**config.mk**
```make
export PLATFORM = sky130hd
export DESIGN_NAME = uart_tx_dbuf
export DESIGN_NICKNAME = d
export VERILOG_FILES = /design/src/rtl/uart_tx_pkg.sv /design/src/rtl/uart_tx_cfg_reg.sv /design/src/rtl/uart_tx_holdbuf.sv /design/src/rtl/uart_tx_shifter.sv /design/src/rtl/uart_tx_dbuf.sv
export SDC_FILE = /design/constraint.sdc
export NUM_CORES = 1
export LEC_CHECK = 0
export BUFFER_PORTS_ARGS = -buffer_cell sky130_fd_sc_hd__buf_2
export CORE_MARGIN = 2
export CORE_UTILIZATION = 30
export DETAILED_ROUTE_END_ITERATION = 10
export HOLD_SLACK_MARGIN = 0.05
export SLEW_MARGIN = 20
export SYNTH_ARGS = -nofsm -noshare
export SYNTH_HDL_FRONTEND = slang
export SYNTH_HIERARCHICAL = 1
export SYNTH_SLANG_ARGS = --single-unit
export TNS_END_PERCENT = 100
```
**constraint.sdc**
```tcl
create_clock -name clk -period 3 [get_ports clk]
set_clock_uncertainty 0.2 [all_clocks]
set_input_delay 0.6 -clock clk [delete_from_list [all_inputs] [get_ports clk]]
set_output_delay 0.6 -clock clk [all_outputs]
set_load 0.05 [all_outputs]
```
**src/rtl/uart_tx_pkg.sv**
```systemverilog
package uart_tx_pkg;

    typedef enum logic [2:0] {
        TX_IDLE,
        TX_START,
        TX_DATA,
        TX_PARITY,
        TX_STOP
    } tx_state_t;

    typedef struct packed {
        logic [1:0] len;
        logic       par_even;
        logic       par_off;
        logic       stop2;
    } tx_cfg_t;

    // 8 data bits, no parity, one stop bit
    localparam tx_cfg_t CFG_RESET = '{len: 2'b11, par_even: 1'b0, par_off: 1'b1, stop2: 1'b0};

endpackage

```
**src/rtl/uart_tx_cfg_reg.sv**
```systemverilog
module uart_tx_cfg_reg
    import uart_tx_pkg::*;
(
    input  logic    clk,
    input  logic    rst,
    input  logic    load,
    input  tx_cfg_t d,
    output tx_cfg_t q
);

    always_ff @(posedge clk) begin
        if (rst) begin
            q <= CFG_RESET;
        end else if (load) begin
            q <= d;
        end
    end

endmodule

```
**src/rtl/uart_tx_holdbuf.sv**
```systemverilog
module uart_tx_holdbuf #(
    parameter int W = 8
) (
    input  logic         clk,
    input  logic         rst,
    input  logic         load_n,
    input  logic [W-1:0] din,
    input  logic         take,
    output logic [W-1:0] dout,
    output logic         empty
);

    // a write on the hand-over edge wins: the new byte stays held
    always_ff @(posedge clk) begin
        if (rst) begin
            empty <= 1'b1;
        end else if (!load_n) begin
            empty <= 1'b0;
        end else if (take) begin
            empty <= 1'b1;
        end
    end

    always_ff @(posedge clk) begin
        if (rst) begin
            dout <= '0;
        end else if (!load_n) begin
            dout <= din;
        end
    end

endmodule

```
**src/rtl/uart_tx_shifter.sv**
```systemverilog
module uart_tx_shifter
    import uart_tx_pkg::*;
#(
    parameter int W   = 8,
    parameter int OVS = 16
) (
    input  logic         clk,
    input  logic         rst,
    input  logic         tick,
    input  tx_cfg_t      cfg,
    input  logic         buf_full,
    input  logic [W-1:0] buf_data,
    output logic         take,
    output logic         ser_out,
    output logic         shift_empty
);

    localparam int STOP_LONG  = 2 * OVS;
    localparam int STOP_SHORT = OVS;
    localparam int STOP_MID   = OVS + OVS / 2;
    localparam int CNT_W      = $clog2(STOP_LONG);
    localparam int IDX_W      = $clog2(W);
    localparam int LEN_BASE   = W - 3;

    tx_state_t         state, state_nx;
    logic [CNT_W-1:0]  cnt;
    logic [IDX_W-1:0]  idx;
    logic [W-1:0]      shreg;
    logic              par_bit;
    logic [1:0]        f_len;
    logic              f_off;
    logic              f_stop2;

    logic [CNT_W-1:0]  stop_last;
    logic [IDX_W-1:0]  last_idx;
    logic              bit_end;
    logic              stop_end;
    logic [W-1:0]      len_mask;
    logic              data_xor;
    logic              par_calc;

    always_comb begin
        if (!f_stop2) begin
            stop_last = CNT_W'(STOP_SHORT - 1);
        end else if (f_len == 2'b00) begin
            stop_last = CNT_W'(STOP_MID - 1);
        end else begin
            stop_last = CNT_W'(STOP_LONG - 1);
        end
    end

    assign last_idx = IDX_W'(LEN_BASE - 1) + IDX_W'(f_len);
    assign bit_end  = tick && (cnt == CNT_W'(OVS - 1));
    assign stop_end = tick && (cnt == stop_last);

    assign len_mask = {W{1'b1}} >> (2'd3 - cfg.len);
    assign data_xor = ^(buf_data & len_mask);
    assign par_calc = cfg.par_even ? data_xor : ~data_xor;

    assign take = buf_full && (((state == TX_IDLE) && tick) ||
                               ((state == TX_STOP) && stop_end));

    // next-state logic
    always_comb begin
        state_nx = state;
        unique case (state)
            TX_IDLE:   if (take) state_nx = TX_START;
            TX_START:  if (bit_end) state_nx = TX_DATA;
            TX_DATA:   if (bit_end && (idx == last_idx))
                           state_nx = f_off ? TX_STOP : TX_PARITY;
            TX_PARITY: if (bit_end) state_nx = TX_STOP;
            TX_STOP:   if (stop_end) state_nx = take ? TX_START : TX_IDLE;
            default:   state_nx = TX_IDLE;
        endcase
    end

    // state register
    always_ff @(posedge clk) begin
        if (rst) begin
            state <= TX_IDLE;
        end else begin
            state <= state_nx;
        end
    end

    // datapath: tick counter, bit index, shift register, frame format copy
    always_ff @(posedge clk) begin
        if (rst) begin
            cnt     <= '0;
            idx     <= '0;
            shreg   <= '0;
            par_bit <= 1'b0;
            f_len   <= CFG_RESET.len;
            f_off   <= CFG_RESET.par_off;
            f_stop2 <= CFG_RESET.stop2;
        end else if (take) begin
            cnt     <= '0;
            idx     <= '0;
            shreg   <= buf_data;
            par_bit <= par_calc;
            f_len   <= cfg.len;
            f_off   <= cfg.par_off;
            f_stop2 <= cfg.stop2;
        end else if (tick && (state != TX_IDLE)) begin
            if ((state == TX_STOP) ? stop_end : bit_end) begin
                cnt <= '0;
            end else begin
                cnt <= cnt + 1'b1;
            end
            if ((state == TX_DATA) && bit_end) begin
                shreg <= shreg >> 1;
                idx   <= idx + 1'b1;
            end
        end
    end

    // outputs
    always_comb begin
        unique case (state)
            TX_IDLE:   begin ser_out = 1'b1;     shift_empty = 1'b1; end
            TX_START:  begin ser_out = 1'b0;     shift_empty = 1'b0; end
            TX_DATA:   begin ser_out = shreg[0]; shift_empty = 1'b0; end
            TX_PARITY: begin ser_out = par_bit;  shift_empty = 1'b0; end
            TX_STOP:   begin ser_out = 1'b1;     shift_empty = 1'b0; end
            default:   begin ser_out = 1'b1;     shift_empty = 1'b1; end
        endcase
    end

endmodule

```
**src/rtl/uart_tx_dbuf.sv**
```systemverilog
module uart_tx_dbuf
    import uart_tx_pkg::*;
#(
    parameter int DATA_W = 8,
    parameter int OVS    = 16
) (
    input  logic              clk,
    input  logic              rst,
    input  logic              tick,
    input  logic              cfg_load,
    input  logic [1:0]        cfg_len,
    input  logic              cfg_par_even,
    input  logic              cfg_par_off,
    input  logic              cfg_stop2,
    input  logic              buf_load_n,
    input  logic [DATA_W-1:0] buf_data,
    output logic              buf_empty,
    output logic              shift_empty,
    output logic              ser_out
);

    tx_cfg_t           cfg_in;
    tx_cfg_t           cfg_q;
    logic [DATA_W-1:0] hold_q;
    logic              take;

    assign cfg_in = '{len: cfg_len, par_even: cfg_par_even,
                      par_off: cfg_par_off, stop2: cfg_stop2};

    uart_tx_cfg_reg i_cfg (
        .clk  (clk),
        .rst  (rst),
        .load (cfg_load),
        .d    (cfg_in),
        .q    (cfg_q)
    );

    uart_tx_holdbuf #(.W(DATA_W)) i_hold (
        .clk    (clk),
        .rst    (rst),
        .load_n (buf_load_n),
        .din    (buf_data),
        .take   (take),
        .dout   (hold_q),
        .empty  (buf_empty)
    );

    uart_tx_shifter #(.W(DATA_W), .OVS(OVS)) i_shift (
        .clk         (clk),
        .rst         (rst),
        .tick        (tick),
        .cfg         (cfg_q),
        .buf_full    (!buf_empty),
        .buf_data    (hold_q),
        .take        (take),
        .ser_out     (ser_out),
        .shift_empty (shift_empty)
    );

endmodule

```
==> results of run 1 <==
==> cells by family after synthesis <==
kind of cell,count (synthesis),share of synthesized area
AO/OA/AOI/OAI,41,0.162
XOR/XNOR,13,0.0631
adder cells (fa/ha/maj),3,0.0208
buffers and inverters,17,0.0547
flip-flops,38,0.421
multiplexers,12,0.0665
AND/OR/NAND/NOR,83,0.211
==> metal layers <==
| layer | share of wire | GRT usage | vias to the layer above |
|---|---|---|---|
| li1 | - | - | 755 |
| met1 | 0.49 | 0.155 | 680 |
| met2 | 0.47 | 0.205 | 27 |
| met3 | 0.032 | 0.0231 | 2 |
| met4 | 0.011 | 0.0350 | 0 |
| met5 | 0 | 0 | - |
==> stage by stage <==
step	util	hold WS, ps	total power, mW
after global placement	0.330	255	0.689
after detailed placement	0.330	260	0.691
after global routing	0.350	291	1.16
after CTS	0.350	272	1.13
after floorplan	-	245	0.658
final	0.350	270	1.11
==> power groups by stage <==
stage / logic [mW] / clock network (mW) / registers (mW)
2_1_floorplan: 0.106 / 0 / 0.552
3_3_place_gp: 0.131 / 0 / 0.557
3_5_place_dp: 0.133 / 0 / 0.558
4_1_cts: 0.134 / 0.450 / 0.546
5_1_grt: 0.148 / 0.467 / 0.549
6_report: 0.133 / 0.435 / 0.545
==> layout by cell type (no fill, tap or decap), types with 2 or more instances in the layout <==
cell	count
clkinvlp_4	2
nand2_1	23
nand2b_1	2
buf_2	20
xor2_1	4
o21ai_0	5
nor2b_1	3
a31oi_1	2
mux2i_1	12
dfxtp_1	38
a21oi_2	2
ha_1	3
and3_1	3
inv_1	5
xnor2_1	9
nor3_1	5
a21oi_1	13
nor2_1	25
a22oi_1	9
clkbuf_8	5
nand3_1	15
a211o_1	3
==> sequential cells by signal, indices dropped and copies added, names as in the netlist <==
signal           flops
i_shift/par_bit      1
i_shift/f_len        2
i_shift/cnt          5
i_cfg/q              5
i_shift/idx          3
i_shift/shreg        8
i_shift/state        3
i_shift/f_off        1
i_hold/dout          8
i_hold/empty         1
i_shift/f_stop2      1
==> cell usage after synthesis (4+ instances only) <==
library cell	count	area share
inv_1	5	0.010
a22oi_1	9	0.037
nand3_1	15	0.042
nand2_1	23	0.048
nor3_1	5	0.014
xor2_1	4	0.019
xnor2_1	9	0.044
mux2i_1	12	0.067
a21oi_1	13	0.036
o21ai_0	5	0.014
nor2_1	25	0.052
dfxtp_1	38	0.42
==> layout make-up <==
type	count	area, sq um	share of cell area
clock buffer	5	68.8	0.0336
clock inverter	3	45.0	0.0220
inverter	6	23.8	0.0116
multi-input combinational	152	946	0.462
sequential	38	761	0.372
tap	75	93.8	0.0459
timing repair buffer	21	108	0.0526
==> critical path, stage by stage, from the launching register on <==
cell     delay (ps)
dfxtp_1         380
ha_1            200
and3_1          160
ha_1            210
nand3_1          90
nor3_1          140
a221o_2         140
a21oi_2          80
or4b_2          610
a21oi_1         150
==> worst paths after layout <==
kind | end | cells past startpoint | slack (ps) | from
setup / recovery | i_shift/state[1]$_SDFFE_PP0P_ | 9 | 560 | i_shift/cnt[0]$_SDFFE_PP0P_
hold / removal | i_shift/shreg[2]$_SDFFE_PP0P_ | 2 | 270 | i_shift/shreg[2]$_SDFFE_PP0P_
setup reg to reg | i_shift/state[1]$_SDFFE_PP0P_ | 9 | 560 | i_shift/cnt[0]$_SDFFE_PP0P_
hold reg to reg | i_shift/shreg[2]$_SDFFE_PP0P_ | 2 | 270 | i_shift/shreg[2]$_SDFFE_PP0P_
==> results.yml, run 1 <==
critical_path:
  end_kind: "flip-flop"
  criticalPathCategory: "flip-flop to flip-flop"
  required_ps: 3010
  cp_max_fo: 5
  crit_arrival_ps: 2450
  cp-start-kind: "flip-flop"
timing:
  fin_tns_setup_ps: 0
  finalMaxSlewViolations: 0
  setup_slack_ps: 562
  rsz0062_at_grt: "false"
  finalHoldViolCount: 0
  tightest_slew_ps: 510
  max_slew_margin: 0.660
  timing.final.crit_period_ps: 2440
  period_share: 0.813
  max_freq_ghz: 0.410
  setup_viol: 0
cts:
  cts_tree: "yes"
  hold_buffers: 0
  clock_path_buffers: 2
  htree_levels: 2
  post_cts_buffers: 0
  cts_buffers: 5
  clkLatencyLatePin_ps: 280
  clock-sinks: 38
  clk_pin_slew_ps: 80
  root_buffer: "clkbuf_8"
  post_cts_resize_count: 0
yosys:
  syn_inst: 207
  synth_fp_nets: 228
  syn_avg_cell_area_sq_um: 8.72
  synth_edf_count: 0
  synth-main-ff-cell: "dfxtp_1"
  yosysSeqAreaShare: 0.421
  ys_ff_latch: 38
  ys_warn_count: 6
  synthArstFlopShare: 0
  netlist_area_sq_um: 1810
  synth_cell_types: 39
power:
  clock_power_share: 0.391
  pwr-share-comb: 0.119
  power_density_nw_per_um2: 544
  p_int_mw: 0.830
  power.switching_mw: 0.283
  switching_share: 0.255
  seqPwrFrac: 0.490
  power_leakage_nw: 0.780
  vdd_drop_max_uv: 293
global_route:
  grt_start_max_net_pins: 28
  antenna_found_initial: 0
  grt_pass1_vias: 1400
  grt.overflow.total: 0
  track_usage: 0.121
  grt_pass1_wl_mm: 6.39
die:
  die_x_um: 81.6
  start_util: 0.309
  die-area_sq_um: 6650
  core_sq_um: 5850
  fp-row-count: 28
  pin_count: 21
  die_h_um: 81.6
placement:
  port_buffers: 20
  place_congestion: 0.750
  placed_area_sq_um: 1930
  hpwl_mm: 2.54
  pre_cts_slack_ps: 566
  dpl.cell_count: 292
route:
  dr.pass1.iters: 4
  vias: 1464
  drt_iter0_markers: 108
  drc: 0
  vias_per_cell: 4.88
  wire_per_inst_um: 12.0
  antenna_left: 0
  routed_wl_mm: 3.61
cells_and_area:
  diodes: 0
  area_delta_synth_final_pct: 13.3
  final_nets: 245
  design_area_sq_um: 2050
  stdcell_count: 300
  drive_gt1_frac: 0.164
  fillers: 601
hold_path:
  min-delay-path-class: "flip-flop to flip-flop"
run:
  cap_violations: 0
run_status:
  status: "finished clean"
Note: power is estimated with default switching activity, not from simulation.
==> run 2: changes to the inputs <==
Clock period 3 ns to 2.08 ns, I/O delays scaled along.
==> results.yml, run 2 (synthesis gave the netlist of run 1 again) <==
power:
  switching_share: 0.268
  clock_power_share: 0.347
  p_int_mw: 1.12
  power_density_nw_per_um2: 692
  finalPower_mw: 1.53
  power.switching_mw: 0.410
  vdd_drop_max_uv: 269
  seqPwrFrac: 0.511
  power_leakage_nw: 0.853
  pwr-share-comb: 0.142
cts:
  htree_levels: 2
  clock-sinks: 38
  post_cts_buffers: 0
  cts_tree: "yes"
  clk_pin_slew_ps: 80
  clock_path_buffers: 2
  root_buffer: "clkbuf_8"
  clkLatencyLatePin_ps: 290
  cts_buffers: 5
critical_path:
  reg2reg_slack_ps: 30
  crit_arrival_ps: 2080
  worstReg2RegEnd: "i_shift/state[1]$_SDFFE_PP0P_"
  required_ps: 2110
  ff2ff_path_depth: 9
  criticalPathCategory: "flip-flop to flip-flop"
  slowest_stage: "or4b_4"
  cp-start-kind: "flip-flop"
  max_stage_delay_ps: 480
  cp_max_fo: 5
  crit_buf_inv: 0
  end_kind: "flip-flop"
  path_cells: "ha_4 > and3_4 > ha_4 > nand3_2 > nor3_2 > a221o_2 > a21oi_2 > or4b_4 > a21oi_2"
  worstReg2RegStart: "i_shift/cnt[1]$_SDFFE_PP0P_"
  critPathTopFamily: "simple AND/OR/NAND/NOR gates"
timing:
  setup_viol: 0
  max_slew_margin: 0.672
  finalHoldViolCount: 0
  max_freq_ghz: 0.488
  finalMaxSlewViolations: 0
  rsz0062_at_grt: "true"
  timing.final.crit_period_ps: 2050
  period_share: 0.986
  tightest_slew_ps: 492
global_route:
  grt_pass1_vias: 1444
  grt_start_max_net_pins: 23
  met2_usage: 0.215
  grt.overflow.total: 0
  grtUsageMet3: 0.0330
  grt_pass1_wl_mm: 6.44
  antenna_found_initial: 0
  grt-busiest-layer: "met2"
  track_usage: 0.126
  use_met1: 0.148
die:
  die_h_um: 81.6
  fp-row-count: 28
  die_x_um: 81.6
  die-area_sq_um: 6650
  start_util: 0.309
  core_sq_um: 5850
  pin_count: 21
cells_and_area:
  diodes: 0
  drive_gt1_frac: 0.265
  stdcell_count: 313
  top_regs: "i_hold/dout x8, i_shift/shreg x8"
  final_nets: 258
  final_cell_mix: "dfxtp_1 (34), nor2_1 (25), nand2_1 (23)"
  final_common_cell: "dfxtp_1"
  fillers: 584
  area_delta_synth_final_pct: 22.5
run_status:
  status: "finished clean"
hold_path:
  holdPathStages: 2
  min-delay-path-class: "input pin to flip-flop"
  whs_endpoint: "i_cfg/q[4]$_SDFFE_PP1P_"
  hp-start: "cfg_len[1]"
placement:
  place_congestion: 0.721
  hpwl_mm: 2.79
  dpl.cell_count: 305
  port_buffers: 20
route:
  drt_iter0_markers: 77
  vias_per_cell: 4.90
  dr.pass1.iters: 4
  drc: 0
  wire_per_inst_um: 12.3
  vias: 1534
  routed_wl_mm: 3.86
  antenna_left: 0
run:
  cap_violations: 0
-- run 2: what timing repair did --
item | CTS | global route
resized for setup | 2 | 13
hold buffers | 0 | 0
pin swaps | 2 | 1
setup endpoints to repair | 2 | 14
hold endpoints to repair | 0 | 0
-- run 2: through the flow --
step / setup TNS (ps) / hold slack, ps / utilization / setup slack (ps) / cell area [sq um]
after floorplan: -4.70 / 245 / - / -4.70 / 1840
after global placement: -4.33 / 257 / 0.353 / -4.33 / 2070
after detailed placement: -34.7 / 266 / 0.353 / -34.7 / 2070
after CTS: 0 / 115 / 0.370 / 0.00888 / 2170
after global routing: -87.7 / 115 / 0.378 / -49.7 / 2210
final: 0 / 120 / 0.378 / 30.2 / 2210
-- run 2: cell type report --
class | instances | area, sq um | area share
inverters | 6 | 27.5 | 0.0124
repair buffers | 34 | 211 | 0.0956
clock buffers | 6 | 82.6 | 0.0373
clock inverters | 2 | 12.5 | 0.00566
well taps | 75 | 93.8 | 0.0424
flip-flops and latches | 38 | 766 | 0.346
multi-input cells | 152 | 1020 | 0.460
-- run 2: worst max path at each step --
stage	to	startpoint	cells after the start	slack, ps
2_1_floorplan	i_shift/state[1]$_SDFFE_PP0P_	i_shift/cnt[0]$_SDFFE_PP0P_	9	-5
3_3_place_gp	i_shift/state[1]$_SDFFE_PP0P_	i_shift/cnt[1]$_SDFFE_PP0P_	9	-4
3_5_place_dp	i_shift/state[1]$_SDFFE_PP0P_	i_shift/cnt[1]$_SDFFE_PP0P_	9	-30
4_1_cts	i_shift/state[1]$_SDFFE_PP0P_	i_shift/cnt[1]$_SDFFE_PP0P_	9	0.009
5_1_grt	i_shift/state[2]$_SDFFE_PP0P_	i_shift/cnt[1]$_SDFFE_PP0P_	10	-50
6_report	i_shift/state[1]$_SDFFE_PP0P_	i_shift/cnt[1]$_SDFFE_PP0P_	9	30
-- run 2: layer usage --
| layer | up-vias | part of all wire | wire length, um |
|---|---|---|---|
| met5 | - | 0 | 0 |
| met4 | 0 | 0.022 | 83 |
| met3 | 5 | 0.037 | 141 |
| met2 | 19 | 0.47 | 1810 |
| met1 | 731 | 0.47 | 1820 |
| li1 | 779 | - | - |
-- run 2: power by group through the flow --
stage | clock network, mW | logic (mW) | registers [mW]
after floorplan | 0 | 0.154 | 0.797
after global placement | 0 | 0.207 | 0.799
after detailed placement | 0 | 0.210 | 0.800
after CTS | 0.554 | 0.213 | 0.782
after global routing | 0.590 | 0.242 | 0.786
final | 0.532 | 0.217 | 0.782
-- run 2: worst reg2reg max path: stages (launching register included) --
cell and delay, ps:
dfxtp_2 350, ha_4 130, and3_4 180, ha_4 150, nand3_2 80, nor3_2 100, a221o_2 130, a21oi_2 50
or4b_4 480, a21oi_2 130
